File: config.mk
export PLATFORM = sky130hd
export DESIGN_NAME = ecc_err_log
export DESIGN_NICKNAME = d
export VERILOG_FILES = /design/src/rtl/ecc_log_pkg.sv /design/src/rtl/ecc_log_flags.sv /design/src/rtl/ecc_log_capture.sv /design/src/rtl/ecc_log_regs.sv /design/src/rtl/ecc_err_log.sv
export SDC_FILE = /design/constraint.sdc
export NUM_CORES = 1
export LEC_CHECK = 0
export ABC_AREA = 1
export CORE_ASPECT_RATIO = 2
export CORE_UTILIZATION = 30
export DETAILED_ROUTE_END_ITERATION = 12
export HOLD_SLACK_MARGIN = 0.1
export PLACE_DENSITY = 0.77
export SLEW_MARGIN = 10
export SYNTH_ARGS = -nofsm -noshare
export SYNTH_HDL_FRONTEND = slang
export SYNTH_SLANG_ARGS = --single-unit
File: constraint.sdc
create_clock -name clk -period 1.3 [get_ports clk]
set_clock_uncertainty 0.15 [all_clocks]
set_input_delay 0.325 -clock clk [delete_from_list [all_inputs] [get_ports clk]]
set_output_delay 0.325 -clock clk [all_outputs]
set_load 0.01 [all_outputs]
File: src/rtl/ecc_log_pkg.sv
package ecc_log_pkg;
  localparam int REG_AW    = 3;
  localparam int NUM_CAUSE = 2;
  localparam int CAUSE_CE  = 0;
  localparam int CAUSE_UE  = 1;

  localparam logic [REG_AW-1:0] RA_STATUS = 3'd0;
  localparam logic [REG_AW-1:0] RA_CMD    = 3'd1;
  localparam logic [REG_AW-1:0] RA_ADDR   = 3'd2;
  localparam logic [REG_AW-1:0] RA_SYN    = 3'd3;
  localparam logic [REG_AW-1:0] RA_CHAN   = 3'd4;

  // status bit of each cause; software depends on these positions
  function automatic int sts_bit(input int cause);
    return (cause == CAUSE_UE) ? 7 : 0;
  endfunction

  // command enable bit of each cause
  function automatic int en_bit(input int cause);
    return (cause == CAUSE_UE) ? 8 : 7;
  endfunction
endpackage

File: src/rtl/ecc_log_flags.sv
module ecc_log_flags #(
  parameter int NUM_CAUSE = 2
) (
  input  logic                 clk,
  input  logic                 rst,
  input  logic [NUM_CAUSE-1:0] evt,
  input  logic [NUM_CAUSE-1:0] clr,
  output logic [NUM_CAUSE-1:0] flag,
  output logic [NUM_CAUSE-1:0] rise
);
  for (genvar g = 0; g < NUM_CAUSE; g++) begin : g_cause
    // a new event beats a clearing write in the same cycle
    always_ff @(posedge clk) begin
      if (rst)          flag[g] <= 1'b0;
      else if (evt[g])  flag[g] <= 1'b1;
      else if (clr[g])  flag[g] <= 1'b0;
    end
    assign rise[g] = evt[g] && !flag[g];
  end
endmodule

File: src/rtl/ecc_log_capture.sv
module ecc_log_capture #(
  parameter int ADDR_W   = 32,
  parameter int PAGE_LSB = 12,
  parameter int SYN_W    = 8,
  parameter int CHAN_W   = 1,
  localparam int BLK_W   = ADDR_W - PAGE_LSB
) (
  input  logic              clk,
  input  logic              rst,
  input  logic              ce_evt,
  input  logic              ue_evt,
  input  logic              ce_flag,
  input  logic              ue_flag,
  input  logic [ADDR_W-1:0] evt_addr,
  input  logic [SYN_W-1:0]  evt_syn,
  input  logic [CHAN_W-1:0] evt_chan,
  output logic [BLK_W-1:0]  log_blk,
  output logic [SYN_W-1:0]  log_syn,
  output logic [CHAN_W-1:0] log_chan
);
  logic take_ue, take_ce, load;
  logic unused_addr_lsb;

  // uncorrectable takes over a correctable record; nothing displaces it
  assign take_ue = ue_evt && !ue_flag;
  assign take_ce = ce_evt && !ce_flag && !ue_flag;
  assign load    = take_ue || take_ce;
  assign unused_addr_lsb = ^evt_addr[PAGE_LSB-1:0];

  always_ff @(posedge clk) begin
    if (rst) begin
      log_blk  <= '0;
      log_syn  <= '0;
      log_chan <= '0;
    end else if (load) begin
      log_blk  <= evt_addr[ADDR_W-1:PAGE_LSB];
      log_syn  <= evt_syn;
      log_chan <= evt_chan;
    end
  end
endmodule

File: src/rtl/ecc_log_regs.sv
module ecc_log_regs #(
  parameter int NUM_CAUSE = 2,
  parameter int ADDR_W    = 32,
  parameter int PAGE_LSB  = 12,
  parameter int SYN_W     = 8,
  parameter int CHAN_W    = 1,
  parameter int DATA_W    = 32,
  localparam int BLK_W    = ADDR_W - PAGE_LSB,
  localparam int AW       = ecc_log_pkg::REG_AW
) (
  input  logic                 clk,
  input  logic                 rst,
  input  logic                 reg_wr,
  input  logic [AW-1:0]        reg_addr,
  input  logic [DATA_W-1:0]    reg_wdata,
  input  logic [NUM_CAUSE-1:0] flag,
  input  logic [NUM_CAUSE-1:0] rise,
  input  logic [BLK_W-1:0]     log_blk,
  input  logic [SYN_W-1:0]     log_syn,
  input  logic [CHAN_W-1:0]    log_chan,
  output logic [NUM_CAUSE-1:0] cmd_en,
  output logic [DATA_W-1:0]    reg_rdata,
  output logic                 sys_err
);
  import ecc_log_pkg::*;

  logic [DATA_W-1:0] sts_word, cmd_word, addr_word, syn_word, chan_word;
  logic [DATA_W-1:0] rd_mux;
  logic              cmd_wr;
  logic              unused_wdata;

  assign cmd_wr       = reg_wr && (reg_addr == RA_CMD);
  assign unused_wdata = ^reg_wdata;

  for (genvar g = 0; g < NUM_CAUSE; g++) begin : g_en
    localparam int EB = en_bit(g);
    always_ff @(posedge clk) begin
      if (rst)         cmd_en[g] <= 1'b0;
      else if (cmd_wr) cmd_en[g] <= reg_wdata[EB];
    end
  end

  always_comb begin
    sts_word = '0;
    cmd_word = '0;
    for (int c = 0; c < NUM_CAUSE; c++) begin
      sts_word[sts_bit(c)] = flag[c];
      cmd_word[en_bit(c)]  = cmd_en[c];
    end
    addr_word = '0;
    addr_word[ADDR_W-1:PAGE_LSB] = log_blk;
    syn_word  = '0;
    syn_word[SYN_W-1:0] = log_syn;
    chan_word = '0;
    chan_word[CHAN_W-1:0] = log_chan;
  end

  always_comb begin
    case (reg_addr)
      RA_STATUS: rd_mux = sts_word;
      RA_CMD:    rd_mux = cmd_word;
      RA_ADDR:   rd_mux = addr_word;
      RA_SYN:    rd_mux = syn_word;
      RA_CHAN:   rd_mux = chan_word;
      default:   rd_mux = '0;
    endcase
  end

  always_ff @(posedge clk) begin
    if (rst) begin
      reg_rdata <= '0;
      sys_err   <= 1'b0;
    end else begin
      reg_rdata <= rd_mux;
      sys_err   <= |(rise & cmd_en);
    end
  end
endmodule

File: src/rtl/ecc_err_log.sv
module ecc_err_log #(
  parameter int ADDR_W   = 32,
  parameter int PAGE_LSB = 12,
  parameter int SYN_W    = 8,
  parameter int NUM_CHAN = 2,
  parameter int DATA_W   = 32,
  localparam int CHAN_W  = (NUM_CHAN > 1) ? $clog2(NUM_CHAN) : 1,
  localparam int BLK_W   = ADDR_W - PAGE_LSB,
  localparam int AW      = ecc_log_pkg::REG_AW,
  localparam int NC      = ecc_log_pkg::NUM_CAUSE
) (
  input  logic              clk,
  input  logic              rst,
  input  logic              ce_evt,
  input  logic              ue_evt,
  input  logic [ADDR_W-1:0] evt_addr,
  input  logic [SYN_W-1:0]  evt_syn,
  input  logic [CHAN_W-1:0] evt_chan,
  input  logic              reg_wr,
  input  logic [AW-1:0]     reg_addr,
  input  logic [DATA_W-1:0] reg_wdata,
  output logic [DATA_W-1:0] reg_rdata,
  output logic              sys_err
);
  import ecc_log_pkg::*;

  logic [NC-1:0]     evt_vec, clr_vec, flag_vec, rise_vec, cmd_en;
  logic              sts_wr, ce_flag, ue_flag;
  logic [BLK_W-1:0]  log_blk;
  logic [SYN_W-1:0]  log_syn;
  logic [CHAN_W-1:0] log_chan;

  assign sts_wr = reg_wr && (reg_addr == RA_STATUS);
  assign evt_vec[CAUSE_CE] = ce_evt;
  assign evt_vec[CAUSE_UE] = ue_evt;

  for (genvar g = 0; g < NC; g++) begin : g_clr
    localparam int SB = sts_bit(g);
    assign clr_vec[g] = sts_wr && reg_wdata[SB];
  end

  assign ce_flag = flag_vec[CAUSE_CE];
  assign ue_flag = flag_vec[CAUSE_UE];

  ecc_log_flags #(.NUM_CAUSE(NC)) u_flags (
    .clk  (clk),
    .rst  (rst),
    .evt  (evt_vec),
    .clr  (clr_vec),
    .flag (flag_vec),
    .rise (rise_vec)
  );

  ecc_log_capture #(
    .ADDR_W(ADDR_W), .PAGE_LSB(PAGE_LSB), .SYN_W(SYN_W), .CHAN_W(CHAN_W)
  ) u_capture (
    .clk      (clk),
    .rst      (rst),
    .ce_evt   (ce_evt),
    .ue_evt   (ue_evt),
    .ce_flag  (ce_flag),
    .ue_flag  (ue_flag),
    .evt_addr (evt_addr),
    .evt_syn  (evt_syn),
    .evt_chan (evt_chan),
    .log_blk  (log_blk),
    .log_syn  (log_syn),
    .log_chan (log_chan)
  );

  ecc_log_regs #(
    .NUM_CAUSE(NC), .ADDR_W(ADDR_W), .PAGE_LSB(PAGE_LSB),
    .SYN_W(SYN_W), .CHAN_W(CHAN_W), .DATA_W(DATA_W)
  ) u_regs (
    .clk       (clk),
    .rst       (rst),
    .reg_wr    (reg_wr),
    .reg_addr  (reg_addr),
    .reg_wdata (reg_wdata),
    .flag      (flag_vec),
    .rise      (rise_vec),
    .log_blk   (log_blk),
    .log_syn   (log_syn),
    .log_chan  (log_chan),
    .cmd_en    (cmd_en),
    .reg_rdata (reg_rdata),
    .sys_err   (sys_err)
  );
endmodule

==> flow_summary.html, run 1 <==
<table>
<tr><th>Metric</th><th>Value</th></tr>
<tr><th colspan="2">Floorplan</th></tr>
<tr><td>Count of pins on the block boundary</td><td>114</td></tr>
<tr><td>Width of the die</td><td>62.1 um</td></tr>
<tr><td>Die Height</td><td>122 um</td></tr>
<tr><td>Total Die Area</td><td>7580 um^2</td></tr>
<tr><td>Effective utilization at floorplan</td><td>31.2%</td></tr>
<tr><td>Site row count</td><td>43</td></tr>
<tr><td>Core Box Area</td><td>6940 um^2</td></tr>
<tr><th colspan="2">Global route</th></tr>
<tr><td>Global-route wire length before repair</td><td>8.07 mm</td></tr>
<tr><td>Final global-route overflow total</td><td>0</td></tr>
<tr><td>Number of antenna violations at the first check in global routing</td><td>0</td></tr>
<tr><td>Via count of the first global-routing pass</td><td>1897</td></tr>
<tr><td>All-Layer GR Usage</td><td>14.9%</td></tr>
<tr><td>Largest net degree at the start of global routing</td><td>61</td></tr>
<tr><th colspan="2">STA</th></tr>
<tr><td>Final Hold Violating Endpoints</td><td>0</td></tr>
<tr><td>Final-report max-slew violation count</td><td>0</td></tr>
<tr><td>Hold WS</td><td>271 ps</td></tr>
<tr><td>Achievable clock frequency</td><td>0.796 GHz</td></tr>
<tr><td>RSZ-0062 raised after global routing</td><td>false</td></tr>
<tr><td>Final-report setup violation count</td><td>0</td></tr>
<tr><td>Post-layout minimum cycle time</td><td>1260 ps</td></tr>
<tr><td>Crit share post-route</td><td>96.7%</td></tr>
<tr><th colspan="2">Place</th></tr>
<tr><td>Routability-driven placement congestion ratio</td><td>0.743</td></tr>
<tr><td>HPWL reported at the end of detailed placement</td><td>3.53 mm</td></tr>
<tr><td>Cell area after placement</td><td>2990 um^2</td></tr>
<tr><td>Number of port buffers</td><td>69</td></tr>
<tr><th colspan="2">Setup path</th></tr>
<tr><td>Sequence of cells on the critical path</td><td>buf_2</td></tr>
<tr><td>Type of the worst setup path</td><td>reg2out</td></tr>
<tr><td>Largest stage delay on the critical path</td><td>320 ps</td></tr>
<tr><td>Total buffers and inverters traversed by the critical path</td><td>1</td></tr>
<tr><td>Sort of element at the end of the critical path</td><td>primary output</td></tr>
<tr><td>Startpoint of the worst register-to-register path</td><td>u_flags.flag[1]</td></tr>
<tr><td>CP max-delay cell</td><td>sky130_fd_sc_hd__dfxtp_1</td></tr>
<tr><td>Crit path required time</td><td>820 ps</td></tr>
<tr><td>Timing startpoint of the critical path</td><td>u_regs.reg_rdata[16]</td></tr>
<tr><td>Critical path peak fanout</td><td>1</td></tr>
<tr><td>Register-to-register setup slack</td><td>80 ps</td></tr>
<tr><td>Endpoint arrival time on the critical path</td><td>780 ps</td></tr>
<tr><td>Worst setup SP type</td><td>register</td></tr>
<tr><td>Largest delay share family, worst path</td><td>flip-flops</td></tr>
<tr><th colspan="2">Power and ir drop</th></tr>
<tr><td>Power density normalized to cell area</td><td>1520 nW/um^2</td></tr>
<tr><td>Design Power</td><td>4.94 mW</td></tr>
<tr><td>Max rail drop VDD</td><td>0.968 mV</td></tr>
<tr><td>Static Leakage</td><td>1.49 nW</td></tr>
<tr><td>P_sw</td><td>1.11 mW</td></tr>
<tr><td>Portion of total power attributed to sequential cells</td><td>42.4%</td></tr>
<tr><td>Clock group share of total power</td><td>46.9%</td></tr>
<tr><td>Switching share of total power</td><td>22.5%</td></tr>
<tr><td>Internal power contribution</td><td>3.83 mW</td></tr>
<tr><td>Relative contribution of combinational cells to total power</td><td>10.7%</td></tr>
<tr><th colspan="2">Routing</th></tr>
<tr><td>Final routed DRC violation total</td><td>0</td></tr>
<tr><td>Final ANT Viol Nets</td><td>0</td></tr>
<tr><td>Average routed wire per standard cell</td><td>12.5 um</td></tr>
<tr><td>Overall via count from detail_route</td><td>2031</td></tr>
<tr><td>First-iteration detailed-routing DRC count</td><td>131</td></tr>
<tr><td>Vias/cell</td><td>4.53</td></tr>
<tr><td>Number of detailed-route iterations in the first pass</td><td>4</td></tr>
<tr><td>Detailed-route wire length</td><td>5.59 mm</td></tr>
<tr><th colspan="2">Final layout</th></tr>
<tr><td>Count of inserted antenna diode cells</td><td>0</td></tr>
<tr><td>P&amp;R area growth vs syn</td><td>50.3%</td></tr>
<tr><td>Summed area of non-filler cells in the final layout</td><td>3250 um^2</td></tr>
<tr><td>Nets</td><td>434</td></tr>
<tr><td>Share of cells above drive strength 1</td><td>19.8%</td></tr>
<tr><td>Filler Cells Inserted</td><td>666</td></tr>
<tr><th colspan="2">Synthesis</th></tr>
<tr><td>Unique cell type count in the Yosys netlist</td><td>20</td></tr>
<tr><td>Post-synthesis instance area</td><td>2160 um^2</td></tr>
<tr><td>Synth Area per Inst</td><td>7.99 um^2</td></tr>
<tr><td>Seq/Total Area, Yosys</td><td>58.3%</td></tr>
<tr><td>Commonest register cell after synthesis</td><td>sky130_fd_sc_hd__dfxtp_1</td></tr>
<tr><td>Library cell with the largest summed area after synthesis</td><td>sky130_fd_sc_hd__dfxtp_1</td></tr>
<tr><td>#FFs+latches synth</td><td>63</td></tr>
<tr><td>Count of flip-flops with a built-in enable after synthesis</td><td>0</td></tr>
<tr><td>Top-count cell post-synth</td><td>sky130_fd_sc_hd__nor2_1</td></tr>
<tr><td>Syn. warnings</td><td>0</td></tr>
<tr><td>Top post-synthesis cells by area</td><td>sky130_fd_sc_hd__dfxtp_1 (58%), sky130_fd_sc_hd__nor2_1 (16%), sky130_fd_sc_hd__nand2_1 (6.4%)</td></tr>
<tr><td>Cell count after synthesis</td><td>271</td></tr>
<tr><td>Synth top cells by count</td><td>sky130_fd_sc_hd__nor2_1 (92), sky130_fd_sc_hd__dfxtp_1 (63), sky130_fd_sc_hd__nand2_1 (37)</td></tr>
<tr><td>Top-area cell type share of the netlist area</td><td>58.3%</td></tr>
<tr><td>Async set-or-reset flop fraction in the synthesized netlist</td><td>0%</td></tr>
<tr><th colspan="2">Clock tree</th></tr>
<tr><td>Clk Tree Root Cell</td><td>sky130_fd_sc_hd__clkbuf_16</td></tr>
<tr><td>CTS tree</td><td>yes</td></tr>
<tr><td>Clock Sink Count</td><td>63</td></tr>
<tr><td>Clock buffer count from CTS</td><td>9</td></tr>
<tr><td>Clock transition time at the flip-flop clock pins of the worst setup and hold paths</td><td>50 ps</td></tr>
<tr><td>Insertion delay of the later-clocked pin in the worst-skew pair</td><td>330 ps</td></tr>
<tr><td>Hold bufs inserted after CTS</td><td>0</td></tr>
<tr><td>Number of buffers added for setup after CTS</td><td>0</td></tr>
<tr><td>Clock H-tree levels</td><td>3</td></tr>
<tr><td>Max Buffers Root-to-Sink</td><td>2</td></tr>
<tr><th colspan="2">Worst hold path</th></tr>
<tr><td>Tightest Hold Check Type</td><td>in2reg</td></tr>
<tr><td>Worst hold path startpoint</td><td>ce_evt</td></tr>
<tr><th colspan="2">Run</th></tr>
<tr><td>Maximum capacitance violations</td><td>0</td></tr>
<tr><th colspan="2">Status</th></tr>
<tr><td>Run status</td><td>completed</td></tr>
</table>
[flip-flops by register name (all words and copies together) (netlist names)]
| name | flops |
|---|---|
| u_flags.flag | 2 |
| u_regs.sys_err | 1 |
| u_capture.log_chan | 1 |
| u_regs.reg_rdata | 29 |
| u_capture.log_syn | 8 |
| u_capture.log_blk | 20 |
| u_regs.cmd_en | 2 |
[worst paths after layout]
| check | endpoint | depth (start not counted) |
|---|---|---|
| setup / recovery | reg_rdata[16] | 1 |
| hold / removal | u_flags.flag[0] | 4 |
| setup reg to reg | u_capture.log_blk[16] | 6 |
| hold reg to reg | u_regs.reg_rdata[26] | 2 |
[power by group through the flow]
stage | registers, mW | clock network [mW] | logic [mW]
6_report | 2.09 | 2.32 | 0.529
3_5_place_dp | 2.13 | 0 | 0.469
3_3_place_gp | 2.12 | 0 | 0.458
5_1_grt | 2.10 | 2.44 | 0.585
4_1_cts | 2.09 | 2.36 | 0.465
2_1_floorplan | 2.12 | 0 | 0.253
[metrics by stage]
stage,TNS (ps),worst slack [ps],util (%),instances
floorplan,0,99.5,-,273
global placement,-23630,-441,43.1,429
detailed placement,-24610,-447,43.1,429
CTS,0,1.09,45.3,445
global route,0,2.01,46.9,448
finish,0,43.2,46.9,448
[per-layer routing]
metal | vias to the layer above | GRT usage [%] | share of wire [%] | wire length [um]
met5 | - | 0 | 0 | 0
met3 | 18 | 2.34 | 3.5 | 195
li1 | 1004 | - | - | -
met4 | 0 | 13.5 | 4.3 | 240
met2 | 59 | 26.2 | 55 | 3050
met1 | 950 | 13.5 | 38 | 2110
[cell families after synthesis]
group	Yosys count	synth area share (%)
buffers and inverters	30	7.51
other	1	0.173
flip-flops	63	58.3
AO/OA/AOI/OAI	32	7.40
AND/OR/NAND/NOR	145	26.6
[layout make-up]
class	instances	area [um^2]	share of cell area (%)
inverter	13	58.8	1.81
timing repair buffer	85	749	23.0
clock buffer	12	246	7.58
multi-input combinational	180	772	23.7
clock inverter	4	45.0	1.38
sequential	63	1260	38.8
timing repair inverter	1	7.51	0.231
tap	90	113	3.46
[placed cells by master (no fill, tap or decap)]
cell type,count
sky130_fd_sc_hd__buf_12,3
sky130_fd_sc_hd__nand3_2,2
sky130_fd_sc_hd__conb_1,3
sky130_fd_sc_hd__clkbuf_8,1
sky130_fd_sc_hd__bufinv_16,1
sky130_fd_sc_hd__nand4_1,5
sky130_fd_sc_hd__nand3_1,8
sky130_fd_sc_hd__clkbuf_1,2
sky130_fd_sc_hd__buf_8,1
sky130_fd_sc_hd__dlygate4sd2_1,1
sky130_fd_sc_hd__nand2_4,1
sky130_fd_sc_hd__clkbuf_16,11
sky130_fd_sc_hd__inv_4,1
sky130_fd_sc_hd__clkinv_2,3
sky130_fd_sc_hd__inv_1,9
sky130_fd_sc_hd__o21ai_1,24
sky130_fd_sc_hd__nand2_2,1
sky130_fd_sc_hd__buf_2,30
sky130_fd_sc_hd__inv_2,2
sky130_fd_sc_hd__o21ai_2,1
sky130_fd_sc_hd__buf_4,10
sky130_fd_sc_hd__a21oi_1,3
sky130_fd_sc_hd__dlymetal6s2s_1,4
sky130_fd_sc_hd__inv_8,1
sky130_fd_sc_hd__nor2_1,91
sky130_fd_sc_hd__clkinvlp_4,1
sky130_fd_sc_hd__dfxtp_1,63
sky130_fd_sc_hd__nand2_1,36
sky130_fd_sc_hd__nor2_4,1
sky130_fd_sc_hd__clkdlybuf4s50_1,34
sky130_fd_sc_hd__o21ai_0,4
[tightest hold or removal path, stage by stage]
cell                             delay [ps]
sky130_fd_sc_hd__dlymetal6s2s_1         140
sky130_fd_sc_hd__buf_4                  140
sky130_fd_sc_hd__inv_1                   40
sky130_fd_sc_hd__a21oi_1                 50
[repair_timing]
| action | CTS | global route |
|---|---|---|
| resized for setup | 125 | 38 |
| endpoints found under the setup margin | 83 | 54 |
| gates cloned | 0 | 3 |
| hold endpoints to repair | 0 | 0 |
| pin swaps | 0 | 3 |
Power figures use the tool's default switching activity.
==> inputs of run 2 (changes only) <==
--- a/config.mk
+++ b/config.mk
@@ -5,12 +5,11 @@
 export SDC_FILE = /design/constraint.sdc
 export NUM_CORES = 1
 export LEC_CHECK = 0
-export ABC_AREA = 1
 export CORE_ASPECT_RATIO = 2
 export CORE_UTILIZATION = 30
 export DETAILED_ROUTE_END_ITERATION = 12
 export HOLD_SLACK_MARGIN = 0.1
-export PLACE_DENSITY = 0.77
+export PLACE_DENSITY = 0.75
 export SLEW_MARGIN = 10
 export SYNTH_ARGS = -nofsm -noshare
 export SYNTH_HDL_FRONTEND = slang
==> flow_summary.html, run 2 <==
<table>
<tr><th>Metric</th><th>Value</th></tr>
<tr><th colspan="2">Status</th></tr>
<tr><td>Run status</td><td>finished with violations</td></tr>
<tr><td>Violated checks</td><td>setup timing</td></tr>
<tr><th colspan="2">Clock tree</th></tr>
<tr><td>Clock Sink Count</td><td>63</td></tr>
<tr><td>Clock buffer count from CTS</td><td>9</td></tr>
<tr><td>Clock transition time at the flip-flop clock pins of the worst setup and hold paths</td><td>50 ps</td></tr>
<tr><td>CTS tree</td><td>yes</td></tr>
<tr><td>Max Buffers Root-to-Sink</td><td>2</td></tr>
<tr><td>Clk Tree Root Cell</td><td>sky130_fd_sc_hd__clkbuf_16</td></tr>
<tr><td>Clock H-tree levels</td><td>3</td></tr>
<tr><td>Insertion delay of the later-clocked pin in the worst-skew pair</td><td>310 ps</td></tr>
<tr><td>Hold bufs inserted after CTS</td><td>0</td></tr>
<tr><th colspan="2">Final layout</th></tr>
<tr><td>Most used cells in the layout excluding fill and tap cells</td><td>sky130_fd_sc_hd__dfxtp_1 (61), sky130_fd_sc_hd__nand2b_1 (58), sky130_fd_sc_hd__clkdlybuf4s50_1 (32), sky130_fd_sc_hd__mux2i_1 (31), sky130_fd_sc_hd__buf_2 (31)</td></tr>
<tr><td>Number of flip-flops under the largest register name</td><td>29</td></tr>
<tr><td>Register containing the most flip-flops in the final layout</td><td>u_regs.reg_rdata</td></tr>
<tr><td>Nets</td><td>386</td></tr>
<tr><td>Filler Cells Inserted</td><td>765</td></tr>
<tr><td>Leading cell type in the layout, fill and taps excluded</td><td>sky130_fd_sc_hd__dfxtp_1</td></tr>
<tr><td>Count of inserted antenna diode cells</td><td>0</td></tr>
<tr><td>Share of cells above drive strength 1</td><td>22.3%</td></tr>
<tr><td>Final Non-Filler Cells</td><td>404</td></tr>
<tr><td>P&amp;R area growth vs syn</td><td>46.8%</td></tr>
<tr><td>Largest regs</td><td>u_regs.reg_rdata: 29 flops, u_capture.log_blk: 20 flops, u_capture.log_syn: 8 flops</td></tr>
<tr><th colspan="2">STA</th></tr>
<tr><td>Worst path setup slack after routing</td><td>-2.95 ps</td></tr>
<tr><td>Achievable clock frequency</td><td>0.767 GHz</td></tr>
<tr><td>Final-report setup violation count</td><td>1</td></tr>
<tr><td>Crit share post-route</td><td>100%</td></tr>
<tr><td>Final Hold Violating Endpoints</td><td>0</td></tr>
<tr><td>Final sum of negative setup slack</td><td>-2.95 ps</td></tr>
<tr><td>Hold WS</td><td>277 ps</td></tr>
<tr><td>Final-report max-slew violation count</td><td>0</td></tr>
<tr><td>RSZ-0062 raised after global routing</td><td>true</td></tr>
<tr><td>Post-layout minimum cycle time</td><td>1300 ps</td></tr>
<tr><th colspan="2">Routing</th></tr>
<tr><td>Final routed DRC violation total</td><td>0</td></tr>
<tr><td>Vias/cell</td><td>4.23</td></tr>
<tr><td>Overall via count from detail_route</td><td>1710</td></tr>
<tr><td>Average routed wire per standard cell</td><td>13.0 um</td></tr>
<tr><td>First-iteration detailed-routing DRC count</td><td>80</td></tr>
<tr><td>Detailed-route wire length</td><td>5.24 mm</td></tr>
<tr><td>Number of detailed-route iterations in the first pass</td><td>4</td></tr>
<tr><td>Final ANT Viol Nets</td><td>0</td></tr>
<tr><th colspan="2">Synthesis</th></tr>
<tr><td>Top-area cell type share of the netlist area</td><td>52.8%</td></tr>
<tr><td>Syn. warnings</td><td>0</td></tr>
<tr><td>Seq/Total Area, Yosys</td><td>52.8%</td></tr>
<tr><td>Post-synthesis instance area</td><td>2390 um^2</td></tr>
<tr><td>Async set-or-reset flop fraction in the synthesized netlist</td><td>0%</td></tr>
<tr><td>Unique cell type count in the Yosys netlist</td><td>27</td></tr>
<tr><td>Synth Area per Inst</td><td>10.8 um^2</td></tr>
<tr><td>Synth top cells by count</td><td>sky130_fd_sc_hd__dfxtp_1 (63), sky130_fd_sc_hd__nand2b_1 (59), sky130_fd_sc_hd__mux2i_1 (31)</td></tr>
<tr><td>#FFs+latches synth</td><td>63</td></tr>
<tr><td>Count of flip-flops with a built-in enable after synthesis</td><td>0</td></tr>
<tr><td>Library cell with the largest summed area after synthesis</td><td>sky130_fd_sc_hd__dfxtp_1</td></tr>
<tr><td>Cell count after synthesis</td><td>221</td></tr>
<tr><td>Commonest register cell after synthesis</td><td>sky130_fd_sc_hd__dfxtp_1</td></tr>
<tr><td>Top post-synthesis cells by area</td><td>sky130_fd_sc_hd__dfxtp_1 (53%), sky130_fd_sc_hd__nand2b_1 (15%), sky130_fd_sc_hd__mux2i_1 (13%)</td></tr>
<tr><td>Top-count cell post-synth</td><td>sky130_fd_sc_hd__dfxtp_1</td></tr>
<tr><th colspan="2">Setup path</th></tr>
<tr><td>Worst R2R End</td><td>u_capture.log_syn[4]</td></tr>
<tr><td>Sequence of cells on the critical path</td><td>nand2b_4, a21oi_4, buf_6, buf_12, mux2i_1</td></tr>
<tr><td>Sort of element at the end of the critical path</td><td>register</td></tr>
<tr><td>Largest delay share family, worst path</td><td>flip-flops</td></tr>
<tr><td>Crit path required time</td><td>1390 ps</td></tr>
<tr><td>CP max-delay cell</td><td>sky130_fd_sc_hd__dfxtp_2</td></tr>
<tr><td>Total buffers and inverters traversed by the critical path</td><td>2</td></tr>
<tr><td>Length in cells of the worst reg-to-reg path</td><td>5</td></tr>
<tr><td>Worst setup SP type</td><td>register</td></tr>
<tr><td>Largest stage delay on the critical path</td><td>310 ps</td></tr>
<tr><td>Type of the worst setup path</td><td>reg2reg</td></tr>
<tr><td>Startpoint of the worst register-to-register path</td><td>u_flags.flag[0]</td></tr>
<tr><td>Critical path peak fanout</td><td>5</td></tr>
<tr><td>Endpoint arrival time on the critical path</td><td>1390 ps</td></tr>
<tr><td>Register-to-register setup slack</td><td>-3 ps</td></tr>
<tr><th colspan="2">Power and ir drop</th></tr>
<tr><td>Switching share of total power</td><td>20.8%</td></tr>
<tr><td>Static Leakage</td><td>1.56 nW</td></tr>
<tr><td>Power density normalized to cell area</td><td>1400 nW/um^2</td></tr>
<tr><td>P_sw</td><td>1.02 mW</td></tr>
<tr><td>Clock group share of total power</td><td>47.1%</td></tr>
<tr><td>Internal power contribution</td><td>3.87 mW</td></tr>
<tr><td>Max rail drop VDD</td><td>0.691 mV</td></tr>
<tr><td>Relative contribution of combinational cells to total power</td><td>10.7%</td></tr>
<tr><td>Portion of total power attributed to sequential cells</td><td>42.2%</td></tr>
<tr><th colspan="2">Worst hold path</th></tr>
<tr><td>Tightest Hold Check Type</td><td>in2reg</td></tr>
<tr><td>Worst hold path startpoint</td><td>rst</td></tr>
<tr><td>Hold Path Sink</td><td>u_regs.reg_rdata[8]</td></tr>
<tr><td>Hold path depth</td><td>3</td></tr>
<tr><th colspan="2">Floorplan</th></tr>
<tr><td>Site row count</td><td>45</td></tr>
<tr><td>Width of the die</td><td>65.1 um</td></tr>
<tr><td>Count of pins on the block boundary</td><td>114</td></tr>
<tr><td>Effective utilization at floorplan</td><td>31.2%</td></tr>
<tr><td>Die Height</td><td>128 um</td></tr>
<tr><td>Total Die Area</td><td>8340 um^2</td></tr>
<tr><td>Core Box Area</td><td>7660 um^2</td></tr>
<tr><th colspan="2">Global route</th></tr>
<tr><td>Largest net degree at the start of global routing</td><td>35</td></tr>
<tr><td>All-Layer GR Usage</td><td>13.2%</td></tr>
<tr><td>Global-route wire length before repair</td><td>8.16 mm</td></tr>
<tr><td>Number of antenna violations at the first check in global routing</td><td>0</td></tr>
<tr><td>Final global-route overflow total</td><td>0</td></tr>
<tr><td>Via count of the first global-routing pass</td><td>1709</td></tr>
<tr><th colspan="2">Place</th></tr>
<tr><td>Number of port buffers</td><td>69</td></tr>
<tr><td>Routability-driven placement congestion ratio</td><td>0.768</td></tr>
<tr><td>HPWL reported at the end of detailed placement</td><td>3.51 mm</td></tr>
<tr><td>Number of placed cells counting well taps</td><td>383</td></tr>
<tr><th colspan="2">Run</th></tr>
<tr><td>Maximum capacitance violations</td><td>0</td></tr>
</table>
[run 2: changes by cell type in the layout (fill, tap and decap cells not counted), moves of 24 or more]
cell | before | now
sky130_fd_sc_hd__mux2i_1 | 0 | 31
sky130_fd_sc_hd__nand2b_1 | 0 | 58
sky130_fd_sc_hd__nand2_1 | 36 | 1
sky130_fd_sc_hd__and2_1 | 0 | 26
sky130_fd_sc_hd__nor2_1 | 91 | 6
sky130_fd_sc_hd__o21ai_1 | 24 | 0
[run 2: worst max path at each step]
stage	startpoint	slack [ps]	depth (start not counted)	endpoint
after floorplan	u_flags.flag[0]	2	5	u_capture.log_blk[0]
after global placement	reg_addr[0]	-480	3	u_flags.flag[1]
after detailed placement	reg_addr[2]	-520	4	u_regs.cmd_en[0]
after CTS	u_flags.flag[0]	1	5	u_capture.log_syn[4]
after global routing	u_flags.flag[0]	-100	5	u_capture.log_syn[7]
final	u_flags.flag[0]	-3	5	u_capture.log_syn[4]
[run 2: kinds of logic after synthesis]
kind of cell           count (synthesis)  share of synthesized area [%]
flip-flops                            63                           52.8
other                                  1                          0.157
multiplexers                          33                           13.9
AND/OR/NAND/NOR                      101                           26.8
buffers and inverters                 17                           4.45
AO/OA/AOI/OAI                          6                           1.83
[run 2: metal layers]
layer / GRT usage [%] / routed length (um) / vias to the layer above
met4: 9.08 / 164 / 0
li1: - / - / 875
met2: 22.5 / 2730 / 53
met3: 2.94 / 245 / 11
met5: 0 / 0 / -
met1: 14.1 / 2100 / 771
[run 2: power by group through the flow]
stage                     clock network (mW)  registers, mW  logic [mW]
after floorplan                            0           2.09       0.244
after global placement                     0           2.10       0.452
after detailed placement                   0           2.10       0.462
after CTS                               2.37           2.06       0.531
after global routing                    2.46           2.07       0.564
final                                   2.30           2.06       0.524
[run 2: through the flow]
stage	utilization (%)	power [mW]	setup slack, ps	cell area, um^2
after global routing	45.8	5.09	-97.1	3500
after global placement	42.4	2.55	-483	3240
after CTS	45.7	4.96	1.15	3500
after floorplan	-	2.34	2.04	2390
after detailed placement	42.4	2.56	-515	3240
final	45.8	4.89	-2.95	3500
[run 2: what timing repair did]
item,4_1_cts,5_1_grt
pin swaps,2,0
setup endpoints to repair,91,27
gates cloned,3,0
buffers inserted,2,0
gates resized for setup,134,2
[run 2: worst reg2reg max path: cells and delay by family, from the launching register on]
family          cells  cell delay [ps]
buf+inv             2              300
flops               1              310
compound gates      1              150
simple gates        1              140
mux                 1              190
[run 2: final cells by class]
type	count	area, um^2	share of cell area (%)
multi-input combinational	143	1060	30.2
inverter	2	8.76	0.250
timing repair buffer	86	764	21.8
sequential	63	1260	36.1
clock inverter	4	45.0	1.29
clock buffer	12	246	7.04
tap	94	118	3.36
